File: config.mk
export PLATFORM = sky130hd
export DESIGN_NAME = bitslice_alu
export DESIGN_NICKNAME = d
export VERILOG_FILES = /design/src/rtl/alu_pkg.sv /design/src/rtl/alu_op_decode.sv /design/src/rtl/alu_cell.sv /design/src/rtl/bitslice_alu.sv
export SDC_FILE = /design/constraint.sdc
export NUM_CORES = 1
export LEC_CHECK = 0
export ABC_AREA = 1
export BUFFER_PORTS_ARGS = -buffer_cell sky130_fd_sc_hd__buf_2
export CORE_MARGIN = 1
export CORE_UTILIZATION = 50
export DETAILED_ROUTE_END_ITERATION = 6
export GPL_TIMING_DRIVEN = 0
export PLACE_DENSITY = 0.79
export SLEW_MARGIN = 20
export SYNTH_ARGS = -nofsm -noshare
export SYNTH_HDL_FRONTEND = slang
export SYNTH_SLANG_ARGS = --single-unit
File: constraint.sdc
create_clock -name vclk -period 40
set_input_delay 2 -clock vclk [all_inputs]
set_output_delay 2 -clock vclk [all_outputs]
set_load 0.02 [all_outputs]
File: src/rtl/alu_pkg.sv
package alu_pkg;

  localparam int unsigned OP_W = 4;

  localparam logic [OP_W-1:0] OP_AND = 4'b0000;
  localparam logic [OP_W-1:0] OP_OR  = 4'b0001;
  localparam logic [OP_W-1:0] OP_ADD = 4'b0010;
  localparam logic [OP_W-1:0] OP_SUB = 4'b0110;
  localparam logic [OP_W-1:0] OP_SLT = 4'b0111;

  typedef enum logic [1:0] {
    SEL_AND  = 2'd0,
    SEL_OR   = 2'd1,
    SEL_SUM  = 2'd2,
    SEL_LESS = 2'd3
  } cell_sel_e;

  typedef struct packed {
    logic      valid;
    logic      b_neg;
    logic      arith;
    cell_sel_e sel;
  } alu_ctrl_t;

  function automatic logic fa_sum(input logic a, input logic b, input logic c);
    return a ^ b ^ c;
  endfunction

  function automatic logic fa_carry(input logic a, input logic b, input logic c);
    return (a & b) | (a & c) | (b & c);
  endfunction

endpackage

File: src/rtl/alu_op_decode.sv
module alu_op_decode
  import alu_pkg::*;
(
  input  logic [OP_W-1:0] op_i,
  output alu_ctrl_t       ctrl_o
);

  always_comb begin
    ctrl_o = '{valid: 1'b0, b_neg: 1'b0, arith: 1'b0, sel: SEL_AND};
    case (op_i)
      OP_AND: ctrl_o = '{valid: 1'b1, b_neg: 1'b0, arith: 1'b0, sel: SEL_AND};
      OP_OR:  ctrl_o = '{valid: 1'b1, b_neg: 1'b0, arith: 1'b0, sel: SEL_OR};
      OP_ADD: ctrl_o = '{valid: 1'b1, b_neg: 1'b0, arith: 1'b1, sel: SEL_SUM};
      OP_SUB: ctrl_o = '{valid: 1'b1, b_neg: 1'b1, arith: 1'b1, sel: SEL_SUM};
      OP_SLT: ctrl_o = '{valid: 1'b1, b_neg: 1'b1, arith: 1'b0, sel: SEL_LESS};
      default: ctrl_o = '{valid: 1'b0, b_neg: 1'b0, arith: 1'b0, sel: SEL_AND};
    endcase
  end

endmodule

File: src/rtl/alu_cell.sv
module alu_cell
  import alu_pkg::*;
(
  input  logic      a_i,
  input  logic      b_i,
  input  logic      b_neg_i,
  input  logic      cin_i,
  input  logic      less_i,
  input  cell_sel_e sel_i,
  output logic      res_o,
  output logic      sum_o,
  output logic      cout_o
);

  logic b_eff;

  assign b_eff  = b_i ^ b_neg_i;
  assign sum_o  = fa_sum(a_i, b_eff, cin_i);
  assign cout_o = fa_carry(a_i, b_eff, cin_i);

  always_comb begin
    case (sel_i)
      SEL_AND:  res_o = a_i & b_i;
      SEL_OR:   res_o = a_i | b_i;
      SEL_SUM:  res_o = sum_o;
      SEL_LESS: res_o = less_i;
      default:  res_o = 1'b0;
    endcase
  end

endmodule

File: src/rtl/bitslice_alu.sv
module bitslice_alu
  import alu_pkg::*;
#(
  parameter int unsigned WIDTH = 32
) (
  input  logic [WIDTH-1:0] opa_i,
  input  logic [WIDTH-1:0] opb_i,
  input  logic [OP_W-1:0]  op_i,
  output logic [WIDTH-1:0] result_o,
  output logic             zero_o,
  output logic             ovf_o
);

  localparam int unsigned MSB = WIDTH - 1;

  alu_ctrl_t        ctrl;
  logic [WIDTH:0]   carry;
  logic [MSB:0]     cell_res;
  logic [MSB:0]     cell_sum;
  logic [MSB:0]     less_vec;
  logic             set_w;
  logic             carry_into_msb;
  logic             carry_out_msb;

  function automatic logic [MSB:0] sum_ref(input logic [MSB:0] a, input logic [MSB:0] b,
                                          input logic neg);
    return neg ? (a - b) : (a + b);
  endfunction

  alu_op_decode u_decode (
    .op_i   (op_i),
    .ctrl_o (ctrl)
  );

  assign carry[0] = ctrl.b_neg;
  assign set_w    = cell_sum[MSB];
  assign less_vec = {{(WIDTH-1){1'b0}}, set_w};

  for (genvar i = 0; i < WIDTH; i++) begin : g_cell
    alu_cell u_cell (
      .a_i     (opa_i[i]),
      .b_i     (opb_i[i]),
      .b_neg_i (ctrl.b_neg),
      .cin_i   (carry[i]),
      .less_i  (less_vec[i]),
      .sel_i   (ctrl.sel),
      .res_o   (cell_res[i]),
      .sum_o   (cell_sum[i]),
      .cout_o  (carry[i+1])
    );
  end

  assign carry_into_msb = carry[MSB];
  assign carry_out_msb  = carry[WIDTH];

  assign result_o = ctrl.valid ? cell_res : '0;
  assign zero_o   = ~|result_o;
  assign ovf_o    = ctrl.arith & (carry_into_msb ^ carry_out_msb);

  always_comb begin
    if (op_i == OP_ADD || op_i == OP_SUB) begin
      AST_ARITH_SUM: assert (result_o == sum_ref(opa_i, opb_i, op_i == OP_SUB)) else $error("sum mismatch");
    end
    if (op_i == OP_SLT) begin
      AST_SLT_UPPER: assert (result_o[MSB:1] == '0) else $error("compare upper bits set");
    end
    if (op_i == OP_ADD && (opa_i[MSB] != opb_i[MSB])) begin
      AST_NO_OVF_ADD: assert (!ovf_o) else $error("overflow on mixed-sign add");
    end
    if (op_i == OP_SUB && (opa_i[MSB] == opb_i[MSB])) begin
      AST_NO_OVF_SUB: assert (!ovf_o) else $error("overflow on same-sign sub");
    end
    if (op_i == OP_AND || op_i == OP_OR || op_i == OP_SLT) begin
      AST_NO_OVF_LOGIC: assert (!ovf_o) else $error("overflow on non-arith op");
    end
    if (!(op_i == OP_AND || op_i == OP_OR || op_i == OP_ADD || op_i == OP_SUB || op_i == OP_SLT)) begin
      AST_UNUSED_CODE: assert (result_o == '0 && !ovf_o && zero_o) else $error("unused code active");
    end
  end

endmodule

==> results of run 1 <==
-- area by class of cell --
cell class / count / area (µm²) / share of cell area (%)
plain buffers: 18 / 88.84 / 2.862
repair buffers: 101 / 505.5 / 16.28
multi-input cells: 328 / 2092 / 67.39
well taps: 67 / 83.83 / 2.701
inverters: 89 / 334.1 / 10.76
-- logic make-up after synthesis --
kind of cell,after synthesis,share of synthesized area [%]
xor+xnor,32,11.14
compound gates,26,6.567
simple gates,237,39.80
buf+inv,107,16.82
fa+ha+maj,33,25.67
-- through the flow --
| stage | power, mW | std cells | instance area, µm² | hold WS (ns) |
|---|---|---|---|---|
| after floorplan | 0.02684 | 435 | 2515 | 4.203 |
| after global placement | 0.03943 | 603 | 3104 | 4.451 |
| after detailed placement | 0.04060 | 603 | 3104 | 4.451 |
| after CTS | 0.04069 | 603 | 3104 | 4.453 |
| after global routing | 0.04689 | 603 | 3104 | 4.494 |
| final | 0.04061 | 603 | 3104 | 4.454 |
-- how the worst min path moves through the flow --
stage               startpoint           end  cells past startpoint
detailed placement    opa_i[1]   result_o[1]                      4
floorplan              op_i[0]         ovf_o                      3
global route          opa_i[7]   result_o[7]                      4
finish               opb_i[11]  result_o[11]                      4
CTS                   opa_i[1]   result_o[1]                      4
global placement      opb_i[2]   result_o[2]                      4
-- power by group --
| group | total, mW | switching [mW] | internal (mW) |
|---|---|---|---|
| Combinational | 0.0406 | 0.0247 | 0.0159 |
| Clock | 0 | 0 | 0 |
| Sequential | 0 | 0 | 0 |
| Total | 0.0406 | 0.0247 | 0.0159 |
-- placed cells by master (no fill, tap or decap) --
cell	netlist	routed
o21ai_0	12	12
xnor2_1	15	15
fa_1	31	31
nand2_2	1	1
xor2_1	17	17
nor2_2	2	2
nand2_1	131	131
clkbuf_1	3	3
buf_4	1	1
nand3_4	1	1
a22oi_1	1	1
or2_2	3	3
o211ai_1	13	13
nor2_1	40	40
ha_1	2	2
nand4_1	2	2
clkbuf_2	1	1
buf_2	13	114
nor2_4	1	1
nand3_1	56	56
inv_1	88	88
inv_2	1	1
-- critical path, delay by kind of cell --
family / cells / cell delay [ns]
buf+inv: 8 / 0.99
compound gates: 1 / 0.12
simple gates: 10 / 0.69
fa+ha+maj: 31 / 12.02
-- per-layer routing --
metal  vias up  global-route usage [%]  share of wire [%]
li1       1513                       -                  -
met1      1348                   37.85                 41
met2       149                   54.10                 51
met3         7                   1.105                8.0
met4         0                   3.050               0.47
met5         -                       0                  0
==> metrics.cfg, run 1 <==
[outcome]
status = complete, no violations

[drt]
route.vias.total = 3017
first_iter_violations = 156
drt.antenna.violating_nets = 0
route.detailed.drc = 0
viasPerCell = 5.003
wire_per_inst_um = 11.95
drtPass1Iterations = 6
postRouteWirelength_um = 7207

[floorplan]
design.core.area_um2 = 4786
initial_core_util_pct = 52.55
ios = 102
dieArea_um2 = 5317
die_h_um = 72.92
core.rowCount = 25
die_x_um = 72.92

[clock_tree]
postCtsHoldBufs = 0
cts_resized = 0
cts_setup_buffers = 0

[timing]
fin_ws_ns = 22.13
rsz0062_at_grt = no
fin_tns_setup_ns = 0
worst_slew_pin_slew_ns = 0.5564
hold_viol = 0
slew_violations = 0
min_period_ns = 17.87
fmax_mhz = 55.97
finalCritPeriodShare_pct = 44.67
max_slew_margin_pct = 62.90
setup_viol = 0

[worst_setup_path]
startpoint = op_i[3]
crit_required_ns = 38.00
cp.arrival_ns = 15.87
cp_slowest_stage_delay_ns = 0.43
crit_type = input port to output port
cp_slowest_cell = fa_1
critPathLaunchType = input port
worstSetupEndpoint = zero_o
path_max_fanout = 10
worstSetupEndpointType = output port
cpMostUsedCell = fa_1

[global_routing]
antenna_found_initial = 0
grt_pass1_vias = 2771
track_usage_pct = 28.82
gr-total-overflow = 0
grt_pass1_wl_um = 12160
grt_max_degree = 11

[placement]
place_congestion = 0.8833
dp_hpwl_um = 5863
pre_cts_ws_ns = 22.21
io_buffers = 101

[pwr]
p_per_area_nw_per_um2 = 13.08
irDropWorstVdd_mv = 0.006121
leakagePower_nw = 1.948

[final_layout]
num_antenna_cells = 0
seq_area_um2 = 0
seq_cells = 0
synthToLayoutAreaGrowth_pct = 23.43
fin_util_pct = 64.86
drive_gt1_share_pct = 23.32
clock_buffers = 0
fillers = 490
nets = 639

[flow_run]
maxCapViolCount = 0

[synthesis]
yosysMostFrequentCell = nand2_1
ys_top_cells_by_count = nand2_1, inv_1, nand3_1, nor2_1, fa_1
yosysTopAreaCellShare_pct = 24.68
yosysTopAreaCell = fa_1
netlist_area_um2 = 2515
syn-mean-instance-area_um2 = 5.781
synth_cell_types = 22
yosys_warnings = 0
synth_area_leaders = fa_1, nand2_1, inv_1, nand3_1, nor2_1
syn-num-nets = 536
synthCells = 435
ys_seq_area_share_pct = 0

[worst_hold_path]
min_path_type = input port to output port

No activity file was read; power rests on OpenSTA's default activity.
==> run 2, diff against run 1 <==
Settings changed: ABC_AREA 1 to 0, PLACE_DENSITY 0.79 to 0.8.
Clock period 40 ns to 17.8 ns, I/O delays scaled along.
==> metrics.cfg, run 2 <==
[synthesis]
yosysTopAreaCell = fa_1
synth_top_family_by_area = compound AO/OA/AOI/OAI gates
yosysTopAreaCellShare_pct = 25.95
synth_area_leaders = fa_1, xnor2_1, a21oi_1, o21ai_0, maj3_1
synth_mux_area_share_pct = 0
yosys_warnings = 0
ys_seq_area_share_pct = 0
synthAdderAreaFrac_pct = 31.19
synth_xor_area_share_pct = 11.72
netlist_area_um2 = 2391
synth-simple-area-share_pct = 14.91
synth-compound-area-share_pct = 34.12
synthCells = 300
yosysMostFrequentCell = fa_1
syn-mean-instance-area_um2 = 7.970
syn-num-nets = 401
synth_cell_types = 53
ys_top_cells_by_count = fa_1, a21oi_1, xnor2_1, o21ai_0, nor2_1

[final_layout]
fillers = 436
clock_buffers = 0
nets = 503
mostFrequentLayoutCells = buf_2, fa_1, a21oi_1, xnor2_1, o21ai_0
num_antenna_cells = 0
seq_area_um2 = 0
multi_input_area_um2 = 2198
synthToLayoutAreaGrowth_pct = 23.65
fin_util_pct = 66.08
final_common_cell = buf_2
drive_gt1_share_pct = 30.50
seq_cells = 0

[drt]
viasPerCell = 6.292
first_iter_violations = 237
route.detailed.drc = 4
wire_per_inst_um = 17.57
drt.antenna.violating_nets = 0
drtPass1Iterations = 7
postRouteWirelength_um = 7941
route.vias.total = 2844

[worst_setup_path]
critPathLaunchType = input port
path_max_fanout = 10
cp_slowest_stage_delay_ns = 0.47
crit_type = input port to output port
cpMostUsedCell = fa_1
worstSetupEndpointType = output port
crit_required_ns = 16.91
cp.arrival_ns = 16.06
cp_slowest_cell = fa_1

[clock_tree]
cts_setup_buffers = 0
cts_resized = 0
postCtsHoldBufs = 0

[floorplan]
dieArea_um2 = 5062
die_h_um = 71.15
ios = 102
initial_core_util_pct = 53.44
core.rowCount = 24
die_x_um = 71.15
design.core.area_um2 = 4474

[global_routing]
gr-total-overflow = 0
grt_pass1_wl_um = 12680
antenna_found_initial = 0
grt_max_degree = 11
track_usage_pct = 31.37
grt_pass1_vias = 2660

[timing]
finalCritPeriodShare_pct = 95.22
hold_viol = 0
min_period_ns = 16.95
fin_tns_setup_ns = 0
worst_slew_pin_slew_ns = 0.9118
fmax_mhz = 59.00
rsz0062_at_grt = no
max_slew_margin_pct = 39.05
slew_violations = 0
setup_viol = 0

[pwr]
leakagePower_nw = 1.405
power_mw = 0.1015
p_per_area_nw_per_um2 = 34.33
irDropWorstVdd_mv = 0.01577

[placement]
io_buffers = 100
place_congestion = 0.8894
dp_hpwl_um = 6290

[worst_hold_path]
hold_end = result_o[1]
min_path_type = input port to output port
min_path_cells = 4
min_from = opb_i[1]

[outcome]
violations = design-rule violations
status = finished with violations

[flow_run]
maxCapViolCount = 0

[run 2: cell count changes in the layout (fill, tap and decap cells not counted), moves of 6 or more]
cell and change:
nand2_1 -122, inv_1 -73, nand3_1 -53, a21oi_1 +28, nor2_1 -15, o21ai_0 +15
xnor2_1 +13, xor2_1 -13, o211ai_1 -12, a22o_1 +10, maj3_1 +10, nand2b_1 +9
o21a_1 +8, nor3_1 +6
[run 2: layout make-up]
| class | instances | share of cell area (%) |
|---|---|---|
| plain buffers | 24 | 4.486 |
| repair buffers | 100 | 16.93 |
| inverters | 16 | 2.031 |
| multi-input cells | 260 | 74.35 |
| well taps | 52 | 2.201 |
[run 2: worst max path at each step]
stage / start / endpoint
after floorplan: op_i[3] / zero_o
after global placement: op_i[3] / zero_o
after detailed placement: op_i[3] / zero_o
after CTS: op_i[3] / zero_o
after global routing: op_i[3] / zero_o
final: op_i[3] / zero_o
[run 2: metal layers]
layer	wire length (µm)	track usage (%)	share of wire (%)	vias up
li1	-	-	-	1293
met1	3373	45.77	42	1390
met2	3864	51.64	49	153
met3	635	1.425	8.0	8
met4	68	6.889	0.86	0
met5	0	0	0	-
[run 2: kinds of logic (layout without fill, tap and decap cells)]
kind of cell,after synthesis,after routing
and+or+nand+nor,68,68
buffers and inverters,40,140
xor gates and xnor gates,32,32
AOI/OAI and AO/OA,117,117
adders and majority gates,43,43
[run 2: worst max-delay path: cells and delay by family]
family / cells / cell delay (ns)
xor+xnor: 1 / 0.25
fa+ha+maj: 31 / 12.31
buf+inv: 8 / 1.40
compound gates: 2 / 0.52
simple gates: 4 / 0.70
[run 2: power by group]
group          leakage, nW  switching (mW)  internal (mW)
Combinational         1.40          0.0585         0.0430
Clock                    0               0              0
Sequential               0               0              0
[run 2: per-stage QoR]
stage / area [µm²] / setup WS (ns) / instances / hold slack [ns]
floorplan: 2391 / 2.010 / 300 / 2.009
global placement: 2957 / 1.194 / 452 / 2.199
detailed placement: 2957 / 1.050 / 452 / 2.194
CTS: 2957 / 0.9661 / 452 / 2.194
global route: 2957 / 0.4803 / 452 / 2.232
finish: 2957 / 0.8515 / 452 / 2.197
